[config.mk]
export PLATFORM = sky130hd
export DESIGN_NAME = ppr_periph_regs
export DESIGN_NICKNAME = d
export VERILOG_FILES = /design/src/rtl/ppr_pkg.sv /design/src/rtl/ppr_sync2.sv /design/src/rtl/ppr_glitch_filter.sv /design/src/rtl/ppr_capture.sv /design/src/rtl/ppr_periph_regs.sv
export SDC_FILE = /design/constraint.sdc
export NUM_CORES = 1
export LEC_CHECK = 0
export BUFFER_PORTS_ARGS = -buffer_cell sky130_fd_sc_hd__buf_2
export CORE_ASPECT_RATIO = 1.1
export CORE_MARGIN = 3
export CORE_UTILIZATION = 25
export CTS_CLUSTER_SIZE = 30
export DETAILED_ROUTE_END_ITERATION = 16
export GPL_ROUTABILITY_DRIVEN = 0
export RECOVER_POWER = 100
export REMOVE_ABC_BUFFERS = 1
export SETUP_SLACK_MARGIN = 0.2
export SLEW_MARGIN = 30
export SYNTH_ARGS = -nofsm -noshare
export SYNTH_HDL_FRONTEND = slang
export SYNTH_SLANG_ARGS = --single-unit
export TNS_END_PERCENT = 10
[constraint.sdc]
create_clock -name clk -period 2.3 [get_ports clk]
set_clock_uncertainty 0.05 [all_clocks]
set_input_delay 0.23 -clock clk [delete_from_list [all_inputs] [get_ports clk]]
set_output_delay 0.23 -clock clk [all_outputs]
set_load 0.05 [all_outputs]
[src/rtl/ppr_pkg.sv]
package ppr_pkg;

    localparam int DW   = 8;
    localparam int NCTL = 4;

    // control-line index within the conditioned vector
    localparam int CI_INIT = 0;
    localparam int CI_AFD  = 1;
    localparam int CI_STB  = 2;
    localparam int CI_SEL  = 3;

    typedef enum logic [1:0] {
        A_DATA = 2'd0,
        A_CMD  = 2'd1,
        A_CTRL = 2'd2,
        A_STAT = 2'd3
    } addr_e;

    typedef struct packed {
        logic [1:0] rsvd;
        logic       perror;
        logic       busy_force;
        logic       ack_force;
        logic       filt_en;
        logic       dma_en;
        logic       out_en;
    } ctrl_t;

    localparam ctrl_t CTRL_RST = '{rsvd: 2'b00, perror: 1'b0, busy_force: 1'b1,
                                   ack_force: 1'b0, filt_en: 1'b0, dma_en: 1'b0,
                                   out_en: 1'b0};

endpackage

[src/rtl/ppr_sync2.sv]
module ppr_sync2 #(
    parameter int           W       = 1,
    parameter logic [W-1:0] RST_VAL = '0
) (
    input  logic         clk,
    input  logic         rst_n,
    input  logic [W-1:0] async_i,
    output logic [W-1:0] sync_o
);

    typedef struct packed {
        logic [W-1:0] s1;
        logic [W-1:0] s2;
    } st_t;

    st_t st_d, st_q;

    always_comb begin
        st_d    = st_q;
        st_d.s1 = async_i;
        st_d.s2 = st_q.s1;
    end

    always_ff @(posedge clk or negedge rst_n) begin
        if (!rst_n) begin
            st_q <= '{s1: RST_VAL, s2: RST_VAL};
        end else begin
            st_q <= st_d;
        end
    end

    assign sync_o = st_q.s2;

endmodule

[src/rtl/ppr_glitch_filter.sv]
module ppr_glitch_filter #(
    parameter int           W        = 4,
    parameter int           FILT_LEN = 3,
    parameter logic [W-1:0] RST_VAL  = '1
) (
    input  logic         clk,
    input  logic         rst_n,
    input  logic         en_i,
    input  logic [W-1:0] sync_i,
    output logic [W-1:0] lvl_o
);

    localparam int CW = $clog2(FILT_LEN) + 1;
    localparam logic [CW-1:0] CNT_TOP = CW'(FILT_LEN - 1);

    typedef struct packed {
        logic [W-1:0]          lvl;
        logic [W-1:0][CW-1:0]  cnt;
    } st_t;

    st_t st_d, st_q;

    always_comb begin
        st_d = st_q;
        for (int i = 0; i < W; i++) begin
            if (!en_i) begin
                st_d.lvl[i] = sync_i[i];
                st_d.cnt[i] = '0;
            end else if (sync_i[i] == st_q.lvl[i]) begin
                st_d.cnt[i] = '0;
            end else if (st_q.cnt[i] == CNT_TOP) begin
                st_d.lvl[i] = sync_i[i];
                st_d.cnt[i] = '0;
            end else begin
                st_d.cnt[i] = st_q.cnt[i] + 1'b1;
            end
        end
    end

    always_ff @(posedge clk or negedge rst_n) begin
        if (!rst_n) begin
            st_q <= '{lvl: RST_VAL, cnt: '0};
        end else begin
            st_q <= st_d;
        end
    end

    assign lvl_o = st_q.lvl;

    for (genvar g = 0; g < W; g++) begin : g_chk
        AST_FILT_FROM_SYNC: assert property (@(posedge clk) disable iff (!rst_n)
            !$stable(st_q.lvl[g]) |-> (st_q.lvl[g] == $past(sync_i[g])));
    end

endmodule

[src/rtl/ppr_capture.sv]
module ppr_capture #(
    parameter int DW = 8
) (
    input  logic          clk,
    input  logic          rst_n,
    input  logic          strobe_f_i,
    input  logic [DW-1:0] pd_s_i,
    input  logic          autofd_s_i,
    input  logic          out_en_i,
    input  logic          dma_en_i,
    input  logic          wr_data_i,
    input  logic [DW-1:0] wdata_i,
    input  logic          rd_clr_i,
    input  logic          dma_ack_i,
    output logic [DW-1:0] data_o,
    output logic          cmd_o,
    output logic          dma_req_o
);

    typedef struct packed {
        logic          strb_prev;
        logic [DW-1:0] data;
        logic          cmd;
        logic          req;
    } st_t;

    st_t  st_d, st_q;
    logic cap_evt;

    assign cap_evt = st_q.strb_prev & ~strobe_f_i & ~out_en_i;

    always_comb begin
        st_d           = st_q;
        st_d.strb_prev = strobe_f_i;
        if (wr_data_i) begin
            st_d.data = wdata_i;
        end else if (cap_evt) begin
            st_d.data = pd_s_i;
        end
        if (cap_evt) begin
            st_d.cmd = autofd_s_i;
        end
        if (cap_evt && dma_en_i) begin
            st_d.req = 1'b1;
        end else if (dma_ack_i || rd_clr_i) begin
            st_d.req = 1'b0;
        end
    end

    always_ff @(posedge clk or negedge rst_n) begin
        if (!rst_n) begin
            st_q <= '{strb_prev: 1'b1, data: '0, cmd: 1'b0, req: 1'b0};
        end else begin
            st_q <= st_d;
        end
    end

    assign data_o    = st_q.data;
    assign cmd_o     = st_q.cmd;
    assign dma_req_o = st_q.req;

    AST_HOLD_WHILE_DRIVING: assert property (@(posedge clk) disable iff (!rst_n)
        (out_en_i && !wr_data_i) |=> $stable(data_o));
    AST_REQ_NEEDS_EN: assert property (@(posedge clk) disable iff (!rst_n)
        $rose(dma_req_o) |-> $past(dma_en_i));
    AST_REQ_ACK_CLEARS: assert property (@(posedge clk) disable iff (!rst_n)
        (dma_ack_i && !cap_evt) |=> !dma_req_o);

endmodule

[src/rtl/ppr_periph_regs.sv]
module ppr_periph_regs
    import ppr_pkg::*;
#(
    parameter int DW       = ppr_pkg::DW,
    parameter int FILT_LEN = 3
) (
    input  logic          clk,
    input  logic          rst_n,
    input  logic          host_init_i,
    input  logic          host_autofd_i,
    input  logic          host_strobe_i,
    input  logic          host_selin_i,
    input  logic [DW-1:0] pd_i,
    output logic [DW-1:0] pd_o,
    output logic          pd_oe_o,
    input  logic          sm_ack_i,
    input  logic          sm_busy_i,
    output logic          ack_o,
    output logic          busy_o,
    output logic          perror_o,
    input  logic          cpu_wr_i,
    input  logic          cpu_rd_i,
    input  logic [1:0]    cpu_addr_i,
    input  logic [DW-1:0] cpu_wdata_i,
    output logic [DW-1:0] cpu_rdata_o,
    input  logic          dma_ack_i,
    output logic          dma_req_o
);

    localparam int SW = DW + NCTL;
    localparam logic [SW-1:0] SYNC_RST = {{NCTL{1'b1}}, {DW{1'b0}}};

    ctrl_t ctrl_d, ctrl_q;

    logic [SW-1:0]   sync_vec;
    logic [NCTL-1:0] ctl_f;
    logic [DW-1:0]   data_reg;
    logic            cmd_flag;
    logic            wr_data, rd_clr;

    ppr_sync2 #(.W(SW), .RST_VAL(SYNC_RST)) i_sync (
        .clk     (clk),
        .rst_n   (rst_n),
        .async_i ({host_selin_i, host_strobe_i, host_autofd_i, host_init_i, pd_i}),
        .sync_o  (sync_vec)
    );

    ppr_glitch_filter #(.W(NCTL), .FILT_LEN(FILT_LEN), .RST_VAL({NCTL{1'b1}})) i_filt (
        .clk    (clk),
        .rst_n  (rst_n),
        .en_i   (ctrl_q.filt_en),
        .sync_i (sync_vec[SW-1:DW]),
        .lvl_o  (ctl_f)
    );

    assign wr_data = cpu_wr_i && (cpu_addr_i == A_DATA);
    assign rd_clr  = cpu_rd_i && ctrl_q.dma_en &&
                     ((cpu_addr_i == A_DATA) || (cpu_addr_i == A_CMD));

    ppr_capture #(.DW(DW)) i_cap (
        .clk        (clk),
        .rst_n      (rst_n),
        .strobe_f_i (ctl_f[CI_STB]),
        .pd_s_i     (sync_vec[DW-1:0]),
        .autofd_s_i (sync_vec[DW + CI_AFD]),
        .out_en_i   (ctrl_q.out_en),
        .dma_en_i   (ctrl_q.dma_en),
        .wr_data_i  (wr_data),
        .wdata_i    (cpu_wdata_i),
        .rd_clr_i   (rd_clr),
        .dma_ack_i  (dma_ack_i),
        .data_o     (data_reg),
        .cmd_o      (cmd_flag),
        .dma_req_o  (dma_req_o)
    );

    always_comb begin
        ctrl_d = ctrl_q;
        if (cpu_wr_i && (cpu_addr_i == A_CTRL)) begin
            ctrl_d      = ctrl_t'(cpu_wdata_i[7:0]);
            ctrl_d.rsvd = '0;
        end
    end

    always_ff @(posedge clk or negedge rst_n) begin
        if (!rst_n) begin
            ctrl_q <= CTRL_RST;
        end else begin
            ctrl_q <= ctrl_d;
        end
    end

    assign ack_o    = ~(ctrl_q.ack_force | sm_ack_i);
    assign busy_o   = ctrl_q.busy_force | sm_busy_i;
    assign perror_o = ctrl_q.perror;
    assign pd_oe_o  = ctrl_q.out_en;
    assign pd_o     = data_reg;

    always_comb begin
        cpu_rdata_o = '0;
        case (addr_e'(cpu_addr_i))
            A_DATA:  cpu_rdata_o = data_reg;
            A_CMD:   cpu_rdata_o = DW'(cmd_flag);
            A_CTRL:  cpu_rdata_o = DW'(ctrl_q);
            default: cpu_rdata_o = DW'({busy_o, ack_o, ctl_f});
        endcase
    end

    AST_ACK_SM_LOW: assert property (@(posedge clk) disable iff (!rst_n)
        sm_ack_i |-> !ack_o);
    AST_BUSY_SM_HIGH: assert property (@(posedge clk) disable iff (!rst_n)
        sm_busy_i |-> busy_o);
    AST_RSVD_ZERO: assert property (@(posedge clk) disable iff (!rst_n)
        cpu_wr_i |=> (ctrl_q.rsvd == 2'b00));

endmodule

Word level (Yosys, flattened, before mapping):

Cells that the tools add are included.

* bits in registers: 57
* output and inout bits: 21
* input bits: 29

* $add $sub $neg: 4
* equal/unequal tests: 18
* reductions and logical operators: 14
* muxes and demuxes: 29
* bitwise operators: 7

Operator list (count)
* two-way mux 3 bit: 12
* one-hot mux 8 bit (3 select lines): 1
* two-way mux 8 bit: 2
* two-way mux 1 bit: 14
* adder 3 x 1 -> 3 bit (second input constant): 4
* == test 3 x 2 -> 1 bit (second input constant): 4
* inequality test 2 x 1 -> 1 bit (second input constant): 4
* inequality test 2 bit (second input constant): 4
* AND reduction 2 bit: 4
* logical AND 1 bit: 5
* == test 1 bit: 4
* nonzero test 2 bit: 2
* inverter 1 bit: 3
* AND 1 bit: 2
* == test 2 x 1 -> 1 bit (second input constant): 1
* == test 2 bit (second input constant): 1
* logical NOT 2 bit: 1
* logical OR 1 bit: 2
* bitwise OR 1 bit: 2

Longest topological paths before layout:

* depth in word-level cells: 6
* gate-level depth with buffers: 4

Modules after synthesis:

Synthesis repeated with hierarchy kept, for this count alone.

* cells, all modules: 198
* area, all modules: 2471.1 um2

Modules (own cells, without submodules)
* ppr_glitch_filter: times used 1, cells each 75, area each 859.6 um2
* ppr_sync2: times used 1, cells each 24, area each 610.6 um2
* ppr_capture: times used 1, cells each 60, area each 563.0 um2
* ppr_periph_regs: times used 1, cells each 39, area each 437.9 um2

Least setup slack after synthesis:

OpenSTA, ideal clock, no wires.

* path kind: input port to output port
* start point: input port cpu_addr_i[1]
* end point: output port cpu_rdata_o[4]
* required time: 2.020 ns
* buffers on the path: 1
* stages on the path: 3
* arrival: 1.680 ns
* setup slack: 0.340 ns
* cells stage by stage: buf_4 -> nand2_1 -> o32ai_1

* cells in the longest elaborated chain, start to end: 2
* elaborated cells between the ends (all ways): 4

Ends and longest elaborated chain
* from (decl): RTL line ppr_periph_regs.sv:23 `input logic [1:0] cpu_addr_i,`
* == test 2 bit (tied with other cells): RTL line ppr_periph_regs.sv:101 `case (addr_e'(cpu_addr_i))`
* one-hot mux 8 bit (3 select lines) *: RTL line ppr_periph_regs.sv:101
* to (decl): RTL line ppr_periph_regs.sv:25 `output logic [DW-1:0] cpu_rdata_o,`

Every way passes the cells marked *; elsewhere a longest branch is shown, timed or not.

Worst setup path after layout:

* start point: input port cpu_addr_i[1]
* end point: output port cpu_rdata_o[0]

The elaborated chain is that of the path after synthesis.

==> reports/qor.csv <==
stage;metric;value;unit
status;outcome;finished clean;
grt;pin count of the biggest net entering global routing;51;
place;Post-Place Cell Area;2610;um^2
floorplanning;# rows;36;
clock_tree;post-CTS setup buffers;0;
yosys;post-synth top area share;46.6;%
worst_setup_path;CP dominant cell by count;clkbuf_1;
final_layout;Final Instance Count excl. Fillers;364;
worst_setup_path;worst-path fanout max;14;
timing;unrepaired setup endpoints after global routing;no;
worst_setup_path;r2r endpoint;i_cap.data_o[2]$_DFFE_PN0P_;
clock_tree;clock latency on the worst-skew pair;330;ps
detailed_routing;Residual DRC;0;
clock_tree;Clock Tree Root;clkbuf_8;
pwr;Power Total;0.00333;W
worst_setup_path;crit path DAT;1640;ps
detailed_routing;Final ANT Viol Nets;0;
floorplanning;die height;107;um
timing;min cycle time layout;1920;ps
grt;vias in the first global route;1610;
worst_setup_path;worst reg2reg startpoint;i_filt.lvl_o[2]$_DFFE_PN1P_;
hold_path;worst min path class;primary input to flip-flop;
timing;period utilization;83.6;%
worst_setup_path;setup slack, reg-to-reg;870;ps
yosys;ys async rst share;100;%
grt;GRT Util Overall;9.88;%
yosys;top_reg_cell synth;dfrtp_1;
detailed_routing;routed vias/inst;4.14;
final_layout;fraction of layout cells with a size suffix above 1;29.2;%
yosys;most frequent cell after synthesis;dfrtp_1;
worst_setup_path;CP Data Required Time;2020;ps
place;HPWL after detailed placement;3.32;mm
worst_setup_path;CP bufs+invs;2;
worst_setup_path;crit-path leading delay family;buffers and inverters;
yosys;Cell variety after synth;29;
floorplanning;Starting Density;25.9;%
worst_setup_path;Setup CP Type;primary input to primary output;
yosys;synth cell count leaders;dfrtp_1 (43), nand2_1 (23), dfstp_2 (14);
yosys;syn avg cell area;12.6;um^2
yosys;FF+latch count, synth;57;
final_layout;Final #Nets;274;
pwr;Pwr per Cell Area;1130;nW/um^2
worst_setup_path;worst setup path endpoint;cpu_rdata_o[0];
timing;setup TNS;0;ps
grt;initial antenna violation count;0;
floorplanning;Die Area;10400;um^2
pwr;maximum VDD drop;0.475;mV
timing;Hold WS;94.4;ps
worst_setup_path;crit-path cells;clkbuf_1 > mux4_2 > clkbuf_1;
yosys;number of enable flip-flop cells after synthesis;0;
worst_setup_path;Stages on worst setup path;3;
place;placed cells;335;
final_layout;Synth-to-Final Area Change;28.2;%
timing;Final Max Slew Viols;0;
final_layout;fillcell total;930;
flow_run;max-cap violations;0;
pwr;Leakage Power;1.29;nW
timing;Final setup viols;0;
timing;maximum clock frequency;520;MHz
floorplanning;Core ar.;8920;um^2
yosys;top cells by area, synth;dfrtp_1 (47%), dfstp_2 (16%), mux2_2 (6.3%), nand2_1 (3.7%), buf_4 (3.3%);
clock_tree;TritonCTS Sinks;57;
timing;Relative slew margins;48.6;%
final_layout;Post-Layout Inst Area;2960;um^2
yosys;largest area contributor in the netlist;dfrtp_1;
yosys;YS warnings;0;
detailed_routing;drt first pass iters;4;
worst_setup_path;crit end category;primary output;
grt;Remaining Overflow, GRT;0;
detailed_routing;Starting DRT DRC Count;56;
clock_tree;CTS tree;built;
yosys;Cell Area, Synth;2310;um^2
detailed_routing;final wirelength;4.65;mm
floorplanning;Top Ports;50;
hold_path;Hold Crit Depth;2;
detailed_routing;routed via count;1508;
worst_setup_path;CP Launch Type;primary input;
grt;first-pass GRT wire length;7.92;mm
worst_setup_path;R2R depth;3;
clock_tree;clock buffer depth;2;
yosys;Synth Instances;183;
floorplanning;die width;97.6;um
clock_tree;H-tree depth;3;
timing;Worst Tran Pin Value;771;ps
clock_tree;total CTS buffers;9;
clock_tree;CTS clk-pin slew, worst paths;70;ps
worst_setup_path;Setup crit start;cpu_addr_i[1];
yosys;Seq/Total Area, Yosys;62.6;%
final_layout;ant diodes;0;
worst_setup_path;Worst path slowest cell;clkbuf_1;
worst_setup_path;CP max stage delay;560;ps
detailed_routing;wire length per cell;12.8;um
timing;Final Hold Viols;0;
clock_tree;CTS-repair resized insts;0;
place;port bufs;49;
==> final cells by class <==
cell class                 count  area [um^2]  share of cell area (%)
sequential                    57         1440                    48.8
multi-input combinational    112          761                    25.7
timing repair buffer          63          359                    12.1
tap                          114          143                    4.82
clock buffer                  11          141                    4.78
clock inverter                 5          103                    3.47
inverter                       2         7.51                   0.254
==> where the power goes <==
| group | switching, W | internal, W |
|---|---|---|
| logic | 0.000604 | 0.000254 |
| registers | 0.000148 | 0.00119 |
| clock network | 0.000391 | 0.000747 |
==> routing by layer <==
metal / track usage (%) / wire (um)
met3: 5.27 / 345
met5: 0 / 0
met2: 15.4 / 2290
met1: 11.5 / 1970
met4: 3.86 / 51
==> state kept, by name (all words and copies together) (netlist names) <==
| name | cells |
|---|---|
| pd_oe_o | 1 |
| i_cap.data_o | 8 |
| i_cap.dma_req_o | 1 |
| i_filt.lvl_o | 4 |
| i_cap.st_q | 1 |
| i_filt.st_q | 12 |
| ctrl_q | 4 |
| perror_o | 1 |
| i_sync.sync_o | 12 |
| i_cap.cmd_o | 1 |
| i_sync.st_d | 12 |
==> kinds of logic after synthesis <==
family,share of synthesized area (%)
simple gates,13.0
flops,62.6
compound gates,7.59
mux,9.49
buf+inv,4.28
xor+xnor,3.04
==> per-stage QoR <==
stage / setup slack, ps / utilization [%]
finish: 378 / 33.2
global route: 253 / 33.2
global placement: 741 / 29.3
floorplan: 169 / -
CTS: 479 / 33.5
detailed placement: 739 / 29.3
==> placed cells by master (no fill, tap or decap), drive strengths merged, types with 2 or more instances in the layout <==
master       synthesis  routed
mux2i                5       5
nor3                 4       4
clkbuf               0      30
nor2                10      10
nor3b                2       2
mux2                13      13
nand2b               5       5
nand2               24      24
bufinv               0       3
dlygate4sd3          0      13
a2bb2oi              8       8
dfstp               14      14
dfrtp               43      43
xor2                 8       8
a21oi                9       9
inv                  2       2
o21ai                7       7
buf                 12      31
and2                 2       2
nor2b                4       4
nand3b               3       3
nand3                3       3
==> how the worst min path moves through the flow <==
stage	from	endpoint	slack (ps)
global placement	rst_n	i_cap.dma_req_o$_DFFE_PN0P_	40
detailed placement	rst_n	i_cap.dma_req_o$_DFFE_PN0P_	30
finish	cpu_wdata_i[1]	ctrl_q[1]$_DFFE_PN0P_	90
global route	cpu_wdata_i[1]	ctrl_q[1]$_DFFE_PN0P_	80
CTS	cpu_wdata_i[1]	ctrl_q[1]$_DFFE_PN0P_	80
floorplan	rst_n	ctrl_q[1]$_DFFE_PN0P_	-120
==> repair_timing <==
action                                  CTS  global route
hold buffers                             13             0
endpoints found under the setup margin    0             0
hold endpoints to repair                 19             0
(Power assumes the default switching activity.)
